$ cat src/rtl/spi_sclk_pkg.sv
package spi_sclk_pkg;
  // Meaning of the mode-select bit of the control word
  typedef enum logic {
    DIV_POW2   = 1'b0,
    DIV_LINEAR = 1'b1
  } div_mode_e;
endpackage

$ cat src/rtl/spi_sclk_ratio.sv
// Decodes the control word into a half-period length and a bypass flag.
module spi_sclk_ratio #(
  parameter int NDIV_W = 8,
  parameter int MDIV_W = 4,
  parameter int CTRL_W = NDIV_W + MDIV_W + 1,
  parameter int HALF_W = 16
) (
  input  logic [CTRL_W-1:0] ctrl,
  output logic [HALF_W-1:0] half_len,
  output logic              bypass
);
  import spi_sclk_pkg::*;

  localparam int SEL_POS = NDIV_W + MDIV_W;

  logic [NDIV_W-1:0] n_fld;
  logic [MDIV_W-1:0] m_fld;
  div_mode_e         mode;

  assign n_fld = ctrl[NDIV_W-1:0];
  assign m_fld = ctrl[SEL_POS-1:NDIV_W];
  assign mode  = div_mode_e'(ctrl[SEL_POS]);

  always_comb begin
    bypass   = 1'b0;
    half_len = '0;
    if (mode == DIV_LINEAR) begin
      half_len = HALF_W'(n_fld) + HALF_W'(1);
    end else if (m_fld == '0) begin
      bypass   = 1'b1;
      half_len = HALF_W'(1);
    end else begin
      half_len = HALF_W'(1) << (m_fld - MDIV_W'(1));
    end
  end
endmodule

$ cat src/rtl/spi_sclk_timer.sv
// Half-period counter. It is cleared and loaded at the start edge and ticks at each edge time.
module spi_sclk_timer #(
  parameter int HALF_W = 16
) (
  input  logic              clk,
  input  logic              rst,
  input  logic              run,
  input  logic              start,
  input  logic [HALF_W-1:0] half_len,
  input  logic              bypass,
  output logic              tick,
  output logic              byp_act
);
  logic [HALF_W-1:0] cnt;
  logic [HALF_W-1:0] half_q;
  logic              byp_q;
  logic              running;
  logic              at_end;

  assign at_end  = (cnt == half_q - HALF_W'(1));
  assign tick    = running && run && (byp_q || at_end);
  assign byp_act = byp_q;

  always_ff @(posedge clk) begin
    if (rst) begin
      cnt     <= '0;
      half_q  <= HALF_W'(1);
      byp_q   <= 1'b0;
      running <= 1'b0;
    end else if (start) begin
      cnt     <= '0;
      half_q  <= half_len;
      byp_q   <= bypass;
      running <= 1'b1;
    end else if (!run) begin
      cnt     <= '0;
      running <= 1'b0;
    end else if (running) begin
      cnt <= at_end ? '0 : cnt + HALF_W'(1);
    end
  end
endmodule

$ cat src/rtl/spi_sclk_phase.sv
// Registered clock level and edge strobes.
module spi_sclk_phase (
  input  logic clk,
  input  logic rst,
  input  logic run,
  input  logic start,
  input  logic cpol,
  input  logic bypass_now,
  input  logic byp_act,
  input  logic tick,
  output logic sclk,
  output logic lead_stb,
  output logic trail_stb
);
  logic pol_q;

  always_ff @(posedge clk) begin
    if (rst) begin
      pol_q     <= 1'b0;
      sclk      <= 1'b0;
      lead_stb  <= 1'b0;
      trail_stb <= 1'b0;
    end else if (start) begin
      pol_q     <= cpol;
      sclk      <= bypass_now ? ~cpol : cpol;
      lead_stb  <= 1'b0;
      trail_stb <= 1'b0;
    end else if (!run) begin
      sclk      <= cpol;
      lead_stb  <= 1'b0;
      trail_stb <= 1'b0;
    end else if (tick) begin
      if (byp_act) begin
        lead_stb  <= 1'b1;
        trail_stb <= 1'b1;
      end else begin
        lead_stb  <= (sclk == pol_q);
        trail_stb <= (sclk != pol_q);
        sclk      <= ~sclk;
      end
    end else begin
      lead_stb  <= 1'b0;
      trail_stb <= 1'b0;
    end
  end
endmodule

$ cat src/rtl/spi_sclk_gen.sv
module spi_sclk_gen #(
  parameter int NDIV_W = 8,
  parameter int MDIV_W = 4,
  localparam int CTRL_W = NDIV_W + MDIV_W + 1,
  localparam int POW_W  = (1 << MDIV_W) - 1,
  localparam int HALF_W = (POW_W > NDIV_W + 1) ? POW_W : NDIV_W + 1
) (
  input  logic              clk,
  input  logic              rst,
  input  logic              run,
  input  logic              cpol,
  input  logic [CTRL_W-1:0] ctrl,
  output logic              sclk,
  output logic              lead_stb,
  output logic              trail_stb
);
  logic              run_q;
  logic              start;
  logic [HALF_W-1:0] half_len;
  logic              bypass;
  logic              tick;
  logic              byp_act;

  always_ff @(posedge clk) begin
    if (rst) run_q <= 1'b0;
    else     run_q <= run;
  end

  assign start = run && !run_q;

  spi_sclk_ratio #(
    .NDIV_W(NDIV_W), .MDIV_W(MDIV_W), .CTRL_W(CTRL_W), .HALF_W(HALF_W)
  ) u_ratio (
    .ctrl(ctrl), .half_len(half_len), .bypass(bypass)
  );

  spi_sclk_timer #(.HALF_W(HALF_W)) u_timer (
    .clk(clk), .rst(rst), .run(run), .start(start),
    .half_len(half_len), .bypass(bypass), .tick(tick), .byp_act(byp_act)
  );

  spi_sclk_phase u_phase (
    .clk(clk), .rst(rst), .run(run), .start(start), .cpol(cpol),
    .bypass_now(bypass), .byp_act(byp_act), .tick(tick),
    .sclk(sclk), .lead_stb(lead_stb), .trail_stb(trail_stb)
  );
endmodule

$ cat config.mk
export PLATFORM = sky130hd
export DESIGN_NAME = spi_sclk_gen
export DESIGN_NICKNAME = d
export VERILOG_FILES = /design/src/rtl/spi_sclk_pkg.sv /design/src/rtl/spi_sclk_ratio.sv /design/src/rtl/spi_sclk_timer.sv /design/src/rtl/spi_sclk_phase.sv /design/src/rtl/spi_sclk_gen.sv
export SDC_FILE = /design/constraint.sdc
export NUM_CORES = 1
export LEC_CHECK = 0
export CORE_ASPECT_RATIO = 1.1
export CORE_MARGIN = 4
export CORE_UTILIZATION = 45
export CTS_CLUSTER_DIAMETER = 50
export DETAILED_ROUTE_END_ITERATION = 6
export DONT_BUFFER_PORTS = 1
export GPL_ROUTABILITY_DRIVEN = 0
export MAX_ROUTING_LAYER = met4
export SYNTH_ARGS = -nofsm -noshare
export SYNTH_HDL_FRONTEND = slang
export SYNTH_HIERARCHICAL = 1
export SYNTH_SLANG_ARGS = --single-unit
export TNS_END_PERCENT = 50
$ cat constraint.sdc
create_clock -name clk -period 2.6 [get_ports clk]
set_input_delay 0.52 -clock clk [delete_from_list [all_inputs] [get_ports clk]]
set_output_delay 0.52 -clock clk [all_outputs]
set_load 0.01 [all_outputs]
==> results.json <==
{
  "netlist_instances": 276,
  "hp-start": "rst",
  "cts_tree": "built",
  "final_nets": 309,
  "port_buffers": 0,
  "root_buffer": "clkbuf_8",
  "min_path_type": "primary input to flip-flop",
  "gr-total-overflow": 0,
  "rr_worst_depth": 9,
  "reg2reg_slack_ns": 0.08,
  "die_area_um2": 6420,
  "yosys.area.top_type": "dfxtp_1",
  "detail_route.vias_per_cell": 5.59,
  "finalSetupViolations": 0,
  "cts_max_level": 2,
  "dpl_worst_slack_ns": 0.0139,
  "clk_path_buf_depth": 2,
  "num_io_pins": 20,
  "crit_type": "flip-flop to flip-flop",
  "wl_um": 5060,
  "route.detailed.drc": 0,
  "cts_buffers": 5,
  "n_fill_cell": 483,
  "yosysTopAreaCellShare_pct": 31.6,
  "synth_edf_count": 0,
  "finalCritPeriodShare_pct": 97.0,
  "drive_gt1_share_pct": 15.5,
  "yosysWarningCount": 6,
  "worst_slack_ns": 0.0789,
  "cts_sinks": 37,
  "rsz0062_at_grt": "yes",
  "synth_area_leaders": "dfxtp_1, mux2i_1, xnor2_1",
  "worstPathArrival_ns": 2.72,
  "r2r_start": "u_timer/half_q[6]$_SDFFE_PP0P_",
  "p_leak_uw": 0.000987,
  "syn-num-nets": 296,
  "peakVddDrop_mv": 0.330,
  "syn_area_per_cell_um2": 8.48,
  "layout_common_cells": "nor2_1, dfxtp_1, xnor2_1, mux2i_1",
  "grt_start_max_net_pins": 24,
  "dieWidth_um": 76.8,
  "status": "finished, final reports clean",
  "skew_ns": 0.00869,
  "vias": 1945,
  "max_cap_violations": 0,
  "crit_start": "u_timer/half_q[6]$_SDFFE_PP0P_",
  "period_needed_ns": 2.52,
  "tns_ns": 0,
  "track_usage_pct": 16.6,
  "avgRoutedWirePerCell_um": 14.5,
  "grt_pass1_wl_um": 8560,
  "ys_types": 56,
  "worst_pin_slew_ns": 0.366,
  "postSynth.asyncResetShare_pct": 0,
  "rows": 27,
  "start_util_pct": 46.5,
  "synth_seq_area_share_pct": 31.6,
  "firstDrtPassIters": 4,
  "worstPathMaxFanout": 5,
  "drv_slew": 0,
  "critPathCaptureType": "flip-flop",
  "syn_area_um2": 2340,
  "ys_ff_latch": 37,
  "rr_endpoint": "u_phase/sclk$_SDFFE_PP0P_",
  "hold_viol": 0,
  "ant_nets": 0,
  "grt_pass1_vias": 1872,
  "clk_latency_ns": 0.29,
  "grt_busiest_layer": "met2",
  "critPathRequiredTime_ns": 2.80,
  "antenna_found_initial": 0,
  "syn_to_final_growth_pct": 13.6,
  "use_met3_pct": 4.10,
  "n_antenna_cell": 0,
  "critPathLaunchType": "flip-flop",
  "dpl.hpwl_um": 3850,
  "fp.dieH_um": 83.6,
  "path_clk_slew_ns": 0.08,
  "crit_end": "u_phase/sclk$_SDFFE_PP0P_",
  "hold_buffers": 0,
  "final_common_cell": "nor2_1",
  "grtUsageMet2_pct": 26.6,
  "timing.slew.headroom_pct": 75.4,
  "drt_iter0_drc": 78,
  "pwr_density_cell_nw_per_um2": 493,
  "dominantRegCellSynth": "dfxtp_1",
  "use_met1_pct": 20.8,
  "coreArea_um2": 5030,
  "max_freq_mhz": 397
}
-- repair_timing --
item / CTS / global route
setup buffers: 0 / 1
endpoints found under the hold margin: 0 / 0
endpoints found under the setup margin: 0 / 15
gates resized for setup: 0 / 8
-- Yosys cell counts, types with 3 or more instances --
cell type and number:
xor2_1 16, o211ai_1 5, nand2_1 17, nor3_1 8, xnor2_1 18, nand3_1 10
a21oi_1 10, nor4_1 5, and3_1 3, nand2b_1 5, clkbuf_1 5, or4b_1 3
nand4_1 8, o21ai_0 3, buf_2 4, nor2b_1 3, nor2_1 40, inv_1 8
o31ai_1 3, ha_1 3, o311ai_1 3, dfxtp_1 37, mux2i_1 18, or3_1 4
nand3b_1 3
-- flip-flops by register name, summed over array words and instances (netlist names) --
signal             flops
run_q                  1
u_phase/lead_stb       1
u_phase/pol_q          1
u_phase/sclk           1
u_phase/trail_stb      1
u_timer/byp_act        1
u_timer/cnt           15
u_timer/half_q        15
u_timer/running        1
-- how the worst min path moves through the flow --
stage	slack, ns	cells past startpoint	end
floorplan	0.47	2	u_phase/trail_stb$_SDFF_PP0_
global placement	0.50	2	u_phase/pol_q$_SDFFE_PP0P_
detailed placement	0.52	2	u_phase/pol_q$_SDFFE_PP0P_
CTS	0.27	1	run_q$_SDFF_PP0_
global route	0.26	1	run_q$_SDFF_PP0_
finish	0.28	1	run_q$_SDFF_PP0_
-- kinds of logic (layout without fill, tap and decap cells) --
logic type               count (synthesis)  in the layout  share of synthesized area (%)
XOR/XNOR                                34             34                           12.7
buffers and inverters                   20             34                           3.79
flip-flops                              37             37                           31.6
AND/OR/NAND/NOR                        124            124                           29.5
multiplexers                            18             18                           7.70
AO/OA/AOI/OAI                           40             40                           13.0
adder cells (fa/ha/maj)                  3              3                           1.60
-- worst max-delay path, stage by stage (launching register included) --
cell and delay, ns:
dfxtp_1 0.32, or4_4 0.58, nor3_4 0.14, a21bo_4 0.25, a2111oi_4 0.40, nand4_2 0.15
a21oi_2 0.16, nor2b_4 0.16, xnor2_1 0.06, o311ai_1 0.22
-- cell type report --
class                      count  area (um2)  share of cell area (%)
timing repair buffer          18         148                    5.55
tap                           58        72.6                    2.73
clock inverter                 3        46.3                    1.74
multi-input combinational    219        1550                    58.4
sequential                    37         741                    27.9
clock buffer                   5        68.8                    2.59
inverter                       8        30.0                    1.13
-- metal layers --
layer / part of all wire (%) / vias to the layer above
met5: 0 / -
met4: 1.0 / 0
met3: 3.5 / 7
met2: 48 / 30
met1: 47 / 899
li1: - / 1009
-- stage by stage --
stage	utilization, %	power [uW]	hold slack, ns	area, um2	instances
CTS	51.9	1310	0.269	2610	347
finish	52.8	1310	0.280	2660	348
detailed placement	49.6	810	0.517	2490	339
global route	52.8	1370	0.263	2660	348
global placement	49.6	807	0.504	2490	339
floorplan	-	762	0.472	2340	276
-- where the power goes --
part | internal (uW) | switching, uW | total [uW]
Clock | 287 | 215 | 502
Sequential | 578 | 12.2 | 590
Combinational | 113 | 107 | 219
(Power assumes the default switching activity.)
